### src/rtl/int_index_pkg.sv
package int_index_pkg;

  typedef enum logic [2:0] {
    REG_RAW    = 3'd0,
    REG_ENABLE = 3'd1,
    REG_MASKED = 3'd2,
    REG_INDEX  = 3'd3,
    REG_CLEAR  = 3'd4,
    REG_SET    = 3'd5
  } reg_sel_e;

  typedef struct packed {
    logic     maskWr;
    logic     clrWr;
    logic     setWr;
    logic     idxPop;
    reg_sel_e rdSel;
  } strobe_t;

endpackage

### src/rtl/int_index_ctrl.sv
module int_index_ctrl
  import int_index_pkg::*;
(
  input  logic       rdEn,
  input  logic       wrEn,
  input  logic [2:0] addr,
  input  logic       dbgAccess,
  output strobe_t    strobe
);

  reg_sel_e sel;

  always_comb begin
    sel = reg_sel_e'(addr);
    strobe.maskWr = wrEn && (sel == REG_ENABLE);
    strobe.clrWr  = wrEn && (sel == REG_CLEAR);
    strobe.setWr  = wrEn && (sel == REG_SET);
    // only a processor read retires the reported interrupt
    strobe.idxPop = rdEn && (sel == REG_INDEX) && !dbgAccess;
    strobe.rdSel  = sel;
  end

endmodule

### src/rtl/int_index_dp.sv
module int_index_dp
  import int_index_pkg::*;
#(
  parameter int NUM_SRC = 32,
  localparam int IDX_W  = $clog2(NUM_SRC + 1)
) (
  input  logic               clk,
  input  logic               rstN,
  input  logic [NUM_SRC-1:0] evtIn,
  input  logic [NUM_SRC-1:0] wrData,
  input  strobe_t            strobe,
  output logic [NUM_SRC-1:0] rdData,
  output logic [NUM_SRC-1:0] rawStat,
  output logic               irqOut
);

  logic [NUM_SRC-1:0] rawQ;
  logic [NUM_SRC-1:0] maskQ;
  logic [NUM_SRC-1:0] masked;
  logic [NUM_SRC-1:0] lowBit;
  logic [NUM_SRC-1:0] clrVec;
  logic [NUM_SRC-1:0] setVec;
  logic [IDX_W-1:0]   idxVal;

  assign masked = rawQ & maskQ;
  // isolate lowest set bit: highest priority
  assign lowBit = masked & (~masked + 1'b1);

  always_comb begin
    idxVal = '0;
    for (int i = NUM_SRC - 1; i >= 0; i--) begin
      if (masked[i]) idxVal = IDX_W'(i + 1);
    end
  end

  assign clrVec = (strobe.clrWr  ? wrData : '0) | (strobe.idxPop ? lowBit : '0);
  assign setVec = evtIn | (strobe.setWr ? wrData : '0);

  always_ff @(posedge clk or negedge rstN) begin
    if (!rstN) begin
      rawQ  <= '0;
      maskQ <= '0;
    end else begin
      rawQ <= (rawQ & ~clrVec) | setVec;
      if (strobe.maskWr) maskQ <= wrData;
    end
  end

  always_comb begin
    case (strobe.rdSel)
      REG_RAW:    rdData = rawQ;
      REG_ENABLE: rdData = maskQ;
      REG_MASKED: rdData = masked;
      REG_INDEX:  rdData = NUM_SRC'(idxVal);
      default:    rdData = '0;
    endcase
  end

  assign rawStat = rawQ;
  assign irqOut  = |masked;

endmodule

### src/rtl/int_index_unit.sv
module int_index_unit
  import int_index_pkg::*;
#(
  parameter int NUM_SRC = 32
) (
  input  logic               clk,
  input  logic               rstN,
  input  logic [NUM_SRC-1:0] evtIn,
  input  logic               rdEn,
  input  logic               wrEn,
  input  logic [2:0]         addr,
  input  logic [NUM_SRC-1:0] wrData,
  input  logic               dbgAccess,
  output logic [NUM_SRC-1:0] rdData,
  output logic               irqOut
);

  strobe_t            strobe;
  logic [NUM_SRC-1:0] rawStat;

  int_index_ctrl u_ctrl (
    .rdEn      (rdEn),
    .wrEn      (wrEn),
    .addr      (addr),
    .dbgAccess (dbgAccess),
    .strobe    (strobe)
  );

  int_index_dp #(.NUM_SRC(NUM_SRC)) u_dp (
    .clk     (clk),
    .rstN    (rstN),
    .evtIn   (evtIn),
    .wrData  (wrData),
    .strobe  (strobe),
    .rdData  (rdData),
    .rawStat (rawStat),
    .irqOut  (irqOut)
  );

endmodule

### config.mk
export PLATFORM = sky130hd
export DESIGN_NAME = int_index_unit
export DESIGN_NICKNAME = d
export VERILOG_FILES = /design/src/rtl/int_index_pkg.sv /design/src/rtl/int_index_ctrl.sv /design/src/rtl/int_index_dp.sv /design/src/rtl/int_index_unit.sv
export SDC_FILE = /design/constraint.sdc
export NUM_CORES = 1
export LEC_CHECK = 0
export ABC_AREA = 1
export ABC_CLOCK_PERIOD_IN_PS = 3170
export BUFFER_PORTS_ARGS = -buffer_cell sky130_fd_sc_hd__buf_2
export CAP_MARGIN = 40
export CORE_MARGIN = 8
export CORE_UTILIZATION = 50
export DETAILED_ROUTE_END_ITERATION = 12
export PLACE_DENSITY = 0.76
export SLEW_MARGIN = 10
export SYNTH_ARGS = -nofsm -noshare
export SYNTH_HDL_FRONTEND = slang
export SYNTH_SLANG_ARGS = --single-unit
### constraint.sdc
create_clock -name clk -period 3.17 [get_ports clk]
set_clock_uncertainty 0.05 [all_clocks]
set_input_delay 0.1585 -clock clk [delete_from_list [all_inputs] [get_ports clk]]
set_output_delay 0.1585 -clock clk [all_outputs]
set_load 0.005 [all_outputs]
==> run_results.csv <==
group,metric,value,unit
status,outcome,"finished clean",
synth,syn_inst,574,
cells_and_area,final_cell_mix,"nand2_1 (168), buf_2 (104), dfrtp_1 (64)",
detailed_routing,drc,0,
synth,synth_nets,646,
floorplan,num_rows,33,
cts,numCtsBuffers,9,
setup_path,crit_path_top_delay_cell,"dlygate4sd3_1",
sta,fin_crit,2.76,ns
synth,synth_top_area_frac,0.384,
detailed_routing,post_drt_wl_per_cell,16.7,um
cts,clk_pin_slew_worst_paths,0.07,ns
power,ir_drop,264,uV
cts,clockBufferDepth,2,
sta,slew_headroom,0.416,
synth,synth.distinct_cells,35,
global_routing,antenna_found_initial,0,
synth,yosysSeqAreaShare,0.384,
setup_path,ff2ff_setup_slack,0.41,ns
setup_path,max_stage_delay,0.57,ns
global_routing,grt_pass1_wl,23000,um
placed_design,dp_hpwl,9750,um
global_routing,grt_max_degree,49,
cts,cts_setup_buffers,0,
cts,h-tree-depth,3,
setup_path,startpoint,"u_dp.rawStat[1]$_DFF_PN0_",
setup_path,end_kind,"register",
sta,hold_viol,0,
cells_and_area,nets,790,
cts,post_cts_resized,0,
cells_and_area,antennaDiodeCount,0,
setup_path,reg2reg_to,"u_dp.rawStat[28]$_DFF_PN0_",
detailed_routing,wirelength,13800,um
cells_and_area,fin_util,0.666,
global_routing,overflow,0,
hold_path,whs_path_depth,2,
setup_path,cp_data_required_time,3.36,ns
cells_and_area,drive_above_1_share,0.238,
cts,cts_root_buf,"clkbuf_8",
sta,fmax,362,MHz
setup_path,setup.worst_path.end,"u_dp.rawStat[28]$_DFF_PN0_",
flow_run,drv_cap,0,
cells_and_area,mostFrequentLayoutCell,"nand2_1",
detailed_routing,firstDrtPassIters,5,
setup_path,start_kind,"register",
placed_design,io_buffers,104,
global_routing,met2_usage,0.397,
setup_path,crit_buf_inv,3,
power,p_per_area,452,nW/um^2
global_routing,grt_pass1_vias,4728,
sta,period_share,0.871,
synth,ys_warn_count,0,
global_routing,gr-usage-met1,0.318,
setup_path,r2r_start,"u_dp.rawStat[1]$_DFF_PN0_",
cts,clock_sinks,64,
setup_path,critical_path_class,"register to register",
synth,ys.flop_type,"dfrtp_1",
global_routing,grt_use_total,0.248,
cells_and_area,area_delta_synth_final,30.4,%
placed_design,place_congestion,0.941,
detailed_routing,vias_per_cell,5.71,
cts,cts_hold_buf,40,
global_routing,use_met3,0.0395,
sta,rsz0062_at_grt,"no",
setup_path,crit_arrival,2.95,ns
synth,synth_area_leader_cell,"dfrtp_1",
setup_path,r2r_cells,15,
synth,yosys-top-cells-area,"dfrtp_1 (38%), nand2_1 (15%), o221ai_1 (5.7%)",
synth,mappedNetlistArea,4170,sq um
synth,synth_edf_count,0,
setup_path,crit_top_cell,"nor2_2",
cts,clk_latency,0.35,ns
floorplan,dieArea,11500,sq um
hold_path,hp-class,"input pin to register",
detailed_routing,ant_nets,0,
global_routing,busiest_layer,"met2",
detailed_routing,routed-via-count,4725,
cts,cts_tree,"done",
sta,setup-tns-final,0,ns
floorplan,core-area,8180,sq um
floorplan,pin_count,105,
setup_path,critPathTopFamily,"simple AND/OR/NAND/NOR gates",
floorplan,initial_utilization,0.511,
detailed_routing,dr.first_iter.drc_count,319,
synth,async_flop_share,1.00,
sta,drv_slew,0,
sta,worstMarginPinSlew,0.874,ns
floorplan,die_y,107,um
power,p_leak,0.00249,uW
setup_path,crit_fanout,4,
synth,syn_area_per_cell,7.27,sq um
floorplan,die_width,107,um
setup_path,crit_cells,15,
sta,final-setup-viol-count,0,
setup_path,cp_cell_sequence,"nand2_1, nand2_1, nor2_2, nand2_2, nor2_2, nand2_2, nor2_2, nand3_1, nor2_1, inv_2, nor2_1, inv_2, o221ai_1, nand3b_1, dlygate4sd3_1",
synth,synth.ff_latch_count,64,
per-layer routing:
layer,wire (um),share of wire
met1,5780,0.42
met2,6510,0.47
met3,1080,0.078
met4,417,0.030
met5,0,0
cell type report:
cell class	instances	area, sq um
Clock buffer	10	138
Sequential cell	64	1600
Clock inverter	6	82.6
Multi-Input combinational cell	414	2220
Inverter	76	285
Timing Repair Buffer	153	988
Fill cell	723	2730
Tap cell	105	131
how the worst min path moves through the flow:
stage,start,to
after floorplan,rstN,u_dp.maskQ[0]$_DFFE_PN0P_
after global placement,rstN,u_dp.maskQ[2]$_DFFE_PN0P_
after detailed placement,rstN,u_dp.rawStat[2]$_DFF_PN0_
after CTS,wrData[17],u_dp.rawStat[17]$_DFF_PN0_
after global routing,wrData[9],u_dp.rawStat[9]$_DFF_PN0_
final,wrData[2],u_dp.maskQ[2]$_DFFE_PN0P_
power breakdown:
group	total, uW	leakage [uW]	internal [uW]	switching [uW]
registers	988	0.000673	904	84.7
logic	685	0.00170	258	427
clock network	788	0.000112	460	328
through the flow:
stage	hold WS [ns]	instance area, sq um	instances	power [uW]	setup WS (ns)
after floorplan	-0.187	4170	574	1410	1.22
after global placement	0.0418	4820	772	1620	0.947
after detailed placement	0.0455	4820	772	1640	0.899
after CTS	0.00317	5440	828	2460	0.451
after global routing	0.0240	5440	828	2600	0.158
final	0.00966	5440	828	2460	0.409
sequential cells by signal, summed over array words and instances, names as in the netlist:
name	flops
u_dp.maskQ	32
u_dp.rawStat	32
kinds of logic (layout without fill, tap and decap cells):
kind of cell | count (synthesis) | in the layout | synth area share
and+or+nand+nor | 284 | 284 | 0.311
DFF | 64 | 64 | 0.384
buffers and inverters | 96 | 245 | 0.0863
AOI/OAI and AO/OA | 126 | 126 | 0.209
muxes | 4 | 4 | 0.0108
cell usage after synthesis (2+ instances only):
cell and n:
a31oi_1 4, nand2_4 7, o2111ai_1 3, a22oi_1 2, inv_1 61, o221ai_1 27
nor3_1 13, mux2_1 4, dfrtp_1 64, nand4_1 9, inv_2 13, o21bai_1 2
clkbuf_1 19, nor2_2 6, o21ai_1 23, a21oi_1 15, nand2_2 14, o21ai_0 15
nand3_1 8, clkinv_1 2, nand3b_1 12, a221o_1 5, nor4_1 5, nor2_1 38
o211ai_1 20, nand2_1 169, o311ai_1 6
Note: power is estimated with default switching activity, not from simulation.
